### config.mk
export PLATFORM = sky130hd
export DESIGN_NAME = decade_edge_divider
export DESIGN_NICKNAME = d
export VERILOG_FILES = /design/src/rtl/dd_pkg.sv /design/src/rtl/dd_mod_counter.sv /design/src/rtl/dd_pulse_stretcher.sv /design/src/rtl/dd_align_pipe.sv /design/src/rtl/decade_edge_divider.sv
export SDC_FILE = /design/constraint.sdc
export NUM_CORES = 1
export LEC_CHECK = 0
export BUFFER_PORTS_ARGS = -buffer_cell sky130_fd_sc_hd__buf_2
export CAP_MARGIN = 20
export CELL_PAD_IN_SITES_DETAIL_PLACEMENT = 2
export CELL_PAD_IN_SITES_GLOBAL_PLACEMENT = 2
export CORE_AREA = 2 2 39 41
export CTS_BUF_LIST = sky130_fd_sc_hd__clkbuf_8
export DETAILED_ROUTE_END_ITERATION = 8
export DIE_AREA = 0 0 41 43
export GPL_TIMING_DRIVEN = 0
export PLACE_DENSITY = 0.77
export SYNTH_ARGS = -nofsm -noshare
export SYNTH_HDL_FRONTEND = slang
export SYNTH_SLANG_ARGS = --single-unit
export TNS_END_PERCENT = 50
### constraint.sdc
create_clock -name clk -period 2.8 [get_ports clk]
set_clock_uncertainty 0.15 [all_clocks]
set_input_delay 0.56 -clock clk [delete_from_list [all_inputs] [get_ports clk]]
set_output_delay 0.56 -clock clk [all_outputs]
set_load 0.005 [all_outputs]
### src/rtl/dd_pkg.sv
package dd_pkg;
  // Next value of a counter that wraps after `limit` states.
  function automatic int unsigned wrap_inc(int unsigned c, int unsigned limit);
    return (c + 1 >= limit) ? 0 : c + 1;
  endfunction

  // True on the last state before the wrap.
  function automatic logic at_last(int unsigned c, int unsigned limit);
    return c == limit - 1;
  endfunction
endpackage

### src/rtl/dd_mod_counter.sv
module dd_mod_counter #(
  parameter int DIV = 10,
  localparam int CW = $clog2(DIV)
) (
  input  logic          clk,
  input  logic          rst,
  output logic [CW-1:0] count,
  output logic          last
);
  always_ff @(posedge clk) begin
    if (rst) count <= '0;
    else     count <= CW'(dd_pkg::wrap_inc(32'(count), DIV));
  end

  assign last = dd_pkg::at_last(32'(count), DIV);
endmodule

### src/rtl/dd_pulse_stretcher.sv
module dd_pulse_stretcher #(
  parameter int HOLD = 5
) (
  input  logic clk,
  input  logic rst,
  input  logic trig,
  output logic level,
  output logic clear
);
  logic [HOLD-1:0] delay_q;

  always_ff @(posedge clk) begin
    if (rst) delay_q <= '0;
    else     delay_q <= {delay_q[HOLD-2:0], trig};
  end

  assign clear = delay_q[HOLD-1];

  // Set/reset flop: set wins on a coincidence.
  always_ff @(posedge clk) begin
    if (rst)        level <= 1'b0;
    else if (trig)  level <= 1'b1;
    else if (clear) level <= 1'b0;
  end
endmodule

### src/rtl/dd_align_pipe.sv
module dd_align_pipe #(
  parameter int STAGES = 1
) (
  input  logic clk,
  input  logic rst,
  input  logic d,
  output logic q
);
  logic [STAGES:0] tap;
  assign tap[0] = d;

  for (genvar i = 0; i < STAGES; i++) begin : g_stage
    always_ff @(posedge clk) begin
      if (rst) tap[i+1] <= 1'b0;
      else     tap[i+1] <= tap[i];
    end
  end

  assign q = tap[STAGES];
endmodule

### src/rtl/decade_edge_divider.sv
module decade_edge_divider #(
  parameter int DIV = 10,
  localparam int CW       = $clog2(DIV),
  localparam int HOLD     = DIV / 2,
  localparam int HALF_LAG = 2,
  localparam int SLOW_LAG = 1
) (
  input  logic clk,
  input  logic rst,
  output logic half_out,
  output logic tenth_out,
  output logic tc_strobe
);
  logic [CW-1:0] cnt_w;
  logic          tc_w;
  logic          sq_w;
  logic          clr_w;

  dd_mod_counter #(.DIV(DIV)) u_count (
    .clk(clk), .rst(rst), .count(cnt_w), .last(tc_w)
  );

  dd_pulse_stretcher #(.HOLD(HOLD)) u_stretch (
    .clk(clk), .rst(rst), .trig(tc_w), .level(sq_w), .clear(clr_w)
  );

  dd_align_pipe #(.STAGES(HALF_LAG)) u_half_pipe (
    .clk(clk), .rst(rst), .d(cnt_w[0]), .q(half_out)
  );

  dd_align_pipe #(.STAGES(SLOW_LAG)) u_slow_pipe (
    .clk(clk), .rst(rst), .d(sq_w), .q(tenth_out)
  );

  dd_align_pipe #(.STAGES(1)) u_strobe_pipe (
    .clk(clk), .rst(rst), .d(tc_w), .q(tc_strobe)
  );
endmodule

# Word level (Yosys, flattened, before mapping)
# Cells that the tools add are included.
# totals
reg_bits	14
latch_bits	0
ramBits	0
mem_bits_ro	0
input_bits	2
output_inout_bits	3
elab_cells	14
n_memories	0
# op_classes
add_sub_neg	1
mul	0
n_div	0
order_cmp	1
eq_ne	1
n_shift	0
n_mux	2
n_bitwise	0
reduce_logical	2
# ops
op	count
$add A4 B1 Y5 const B	1
$ge A5 B4 Y1 const B	1
$eq A4 B4 Y1 const B	1
$mux W1	2
$reduce_bool A2 Y1	1
$reduce_or A2 Y1	1

# Depth between registers and ports, before layout
# depth
ltp_word	3
ltp_mapped	4
ltp_nobuf	4

# Hierarchy
# Synthesis repeated with hierarchy kept, for this count alone.
# unflattened
hier_cells	44
hier_area_um2	518.0
# by_module_without_submodules
mod	n_inst	cells_per_inst	area_per_inst_um2	seq_area_each_um2
dd_mod_counter	1	22	222.7	80.1
dd_pulse_stretcher	1	14	175.2	120.1
dd_align_pipe (u_slow_pipe ...)	2	2	33.8	20.0
dd_align_pipe (u_half_pipe)	1	4	52.6	40.0

# Worst setup path before layout
# No wires, ideal clock.
# synth_path
path_kind	in2reg
start	input port rst
end	register u_count.count[0] (netlist name)
arrival_time_ns	1.072
required_time_ns	2.571
slack_ns	1.499
path_stages	3
cell_sequence	buf_6 -> a31o_2 -> a211oi_2
# synth_between
elab_chain_len	1
# synth_rtl
element	line_no	source
start, declared	decade_edge_divider.sv:9	input logic rst,
$reduce_or A2 Y1 (no source line)	--	
# Every way passes these cells.
# A chain may end at the register's enable or synchronous reset.

# Worst setup path in the final report
# layout_path
start	register u_count.count[0] (netlist name)
end	register u_count.count[3]
# layout_between
elab_chain_len	3
# layout_rtl
element	line_no	source
$add A4 B1 Y5 (*)	dd_pkg.sv:4	return (c + 1 >= limit) ? 0 : c + 1;
$ge A5 B4 Y1	dd_pkg.sv:4	
$reduce_or A2 Y1 (no source line)	--	
end signal, assigned	dd_mod_counter.sv:12	else count <= CW'(dd_pkg::wrap_inc(32'(count), DIV));
end, declared	dd_mod_counter.sv:7	output logic [CW-1:0] count,
# Every way passes the cells marked *; elsewhere a longest branch is shown, timed or not.

==> impl_metrics.yaml <==
synthesis:
  mappedNetlistNets: 46
  ys_seq_elements: 13
  netlist_instances: 41
  synth_common_cells: "13 x dfxtp_1, 7 x nor2b_1, 3 x ha_1, 2 x inv_1, 2 x nand2b_1"
  ys.flop_type: "dfxtp_1"
  syn_area_sq_um: 480
  synthSimpleGateAreaFrac_pct: 22.9
  synth_compound_area_share_pct: 7.55
  synth_top_area_share_pct: 54.2
  yosysUniqueCellTypes: 19
  synth_top_family_by_area: "simple AND/OR/NAND/NOR gates"
  synth-xor-area-share_pct: 3.65
  synthTopCellsByArea: "dfxtp_1 54%, nor2b_1 9.1%, ha_1 7.8%, a211oi_2 2.6%, and4bb_1 2.6%"
  yosysMostFrequentCell: "dfxtp_1"
  seq_area_frac_synth_pct: 54.2
  synth_edf_count: 0
  yosysTopAreaCell: "dfxtp_1"
  yosys-mux-area-fraction_pct: 0
  synthAdderAreaFrac_pct: 7.81
  ys_async_sr_fraction_pct: 0
  yosysWarnings: 0
  syn_avg_cell_area_sq_um: 11.7
timing:
  setup_viol: 0
  fin_crit_ps: 1510
  period_share_pct: 53.8
  maxSlewHeadroom_pct: 82.1
  finalMaxSlewViolations: 0
  final-hold-violation-count: 0
  worstMarginPinSlew_ps: 268
  rsz0062_at_grt: "false"
  max_freq_ghz: 0.663
  finalSetupTns_ps: 0
setup_path:
  cp-end-kind: "flop"
  r2r_cells: 4
  worstReg2RegEnd: "u_count.count[3]"
  critPathMaxFanout: 7
  r2r_start: "u_count.count[0]"
  critPathKind: "flop to flop"
  rrSetupSlack_ps: 1290
  cp.required_ps: 2810
  start_kind: "flop"
  cp_data_arrival_time_ps: 1520
global_routing:
  grt_pass1_wl_um: 1560
  antenna_found_initial: 0
  grt_max_degree: 11
  grt_usage_pct: 14.4
  grt_overflow: 0
  grt_pass1_vias: 331
worst_hold_path:
  min_path_cells: 1
  whs_endpoint: "u_stretch.delay_q[4]"
  min_from: "u_stretch.delay_q[3]"
  hold_class: "flop to flop"
final_layout:
  syn_to_final_growth_pct: 17.7
  fin_nets: 55
  layout-drive-gt1-share_pct: 22.4
  n_antenna_cell: 0
  final_area_sq_um: 566
placement:
  hpwl_um: 704
  gp_congestion: 0.639
  place_area_sq_um: 520
  io_buffer_count: 4
route:
  drtPass1Iterations: 2
  via_count: 307
  drt-vias-per-instance: 4.72
  drc: 0
  wl_um: 938
  final_antenna_net_count: 0
  drt_iter0_drc: 3
  wl_per_cell_um: 14.4
floorplanning:
  pin_count: 5
  coreArea_sq_um: 1380
  chipHeight_um: 43
  row_count: 14
  die_w_um: 41
  initial_core_util_pct: 34.7
  die_area_sq_um: 1760
clocking:
  cts_root_buf: "clkbuf_8"
  cts.repair.resized: 0
  htreeDepth: 1
  clk_latency_ps: 240
  numCtsBuffers: 3
  cts_tree: "done"
  post_cts_buffers: 0
  cts_sinks: 13
  clk_pin_slew_ps: 60
  cts_hold_buf: 0
  cts_buffer_depth: 2
power_and_ir_drop:
  p_leak_nw: 0.243
  power_density_nw_per_um2: 679
  vdd_ir_drop_max_uv: 345
run_status:
  status: "complete, no violations"
run:
  drv_cap: 0
## per-layer routing
metal	part of all wire, %	up-vias	track usage (%)
li1	-	151	-
met1	42	149	14.8
met2	53	5	23.1
met3	2.7	2	4.71
met4	2.0	0	10.0
met5	0	-	0
## where the power goes
part / switching [mW] / total, mW / internal [mW]
sequential: 0.00530 / 0.195 / 0.190
combinational: 0.0136 / 0.0256 / 0.0120
clock: 0.0665 / 0.163 / 0.0968
## placed cells by master, fill, tap and decap left out, drive strengths merged, types with 2 or more instances in the layout
master	count
dfxtp	13
nor2b	7
buf	5
inv	3
ha	3
clkbuf	3
nand2b	2
## stage by stage
stage	power, mW	setup WS, ps	util [%]	std cells	hold WS, ps
after global routing	0.401	1210	40.9	65	313
after CTS	0.389	1290	40.9	65	305
after detailed placement	0.225	1290	37.6	61	284
after global placement	0.221	1350	37.6	61	266
after floorplan	0.217	1500	-	41	264
final	0.384	1290	40.9	65	297
## worst max-delay path: stages (launching register included)
cell and delay, ps:
dfxtp_1 470, ha_1 250, nand2b_1 180, nand4b_1 150
nor3_1 230
## cell families (layout without fill, tap and decap cells)
logic type / after synthesis / in the layout
AO/OA/AOI/OAI: 4 / 4
XOR/XNOR: 2 / 2
adder cells (fa/ha/maj): 3 / 3
buffers and inverters: 3 / 11
flip-flops: 13 / 13
AND/OR/NAND/NOR: 16 / 16
## how the worst max path moves through the flow
stage	startpoint	end	slack [ps]
after floorplan	rst	u_count.count[0]	1500
after global placement	rst	u_count.count[0]	1350
after detailed placement	u_count.count[0]	u_count.count[3]	1290
after CTS	u_count.count[0]	u_count.count[3]	1290
after global routing	u_count.count[0]	u_count.count[3]	1210
final	u_count.count[0]	u_count.count[3]	1290
## flip-flops by register name, indices dropped and copies added (netlist names)
register	flops
u_half_pipe.q	1
u_count.count	4
u_stretch.level	1
u_half_pipe.tap	1
u_stretch.delay_q	5
u_slow_pipe.q	1
## cell type report
| cell class | count | area [sq um] |
|---|---|---|
| multi-input combinational | 25 | 201 |
| tap | 16 | 20.0 |
| clock buffer | 3 | 41.3 |
| timing repair buffer | 4 | 20.0 |
| clock inverter | 1 | 3.75 |
| fill | 146 | 818 |
| inverter | 2 | 7.51 |
| buffer | 1 | 11.3 |
| sequential | 13 | 260 |
No activity file was read; power rests on OpenSTA's default activity.
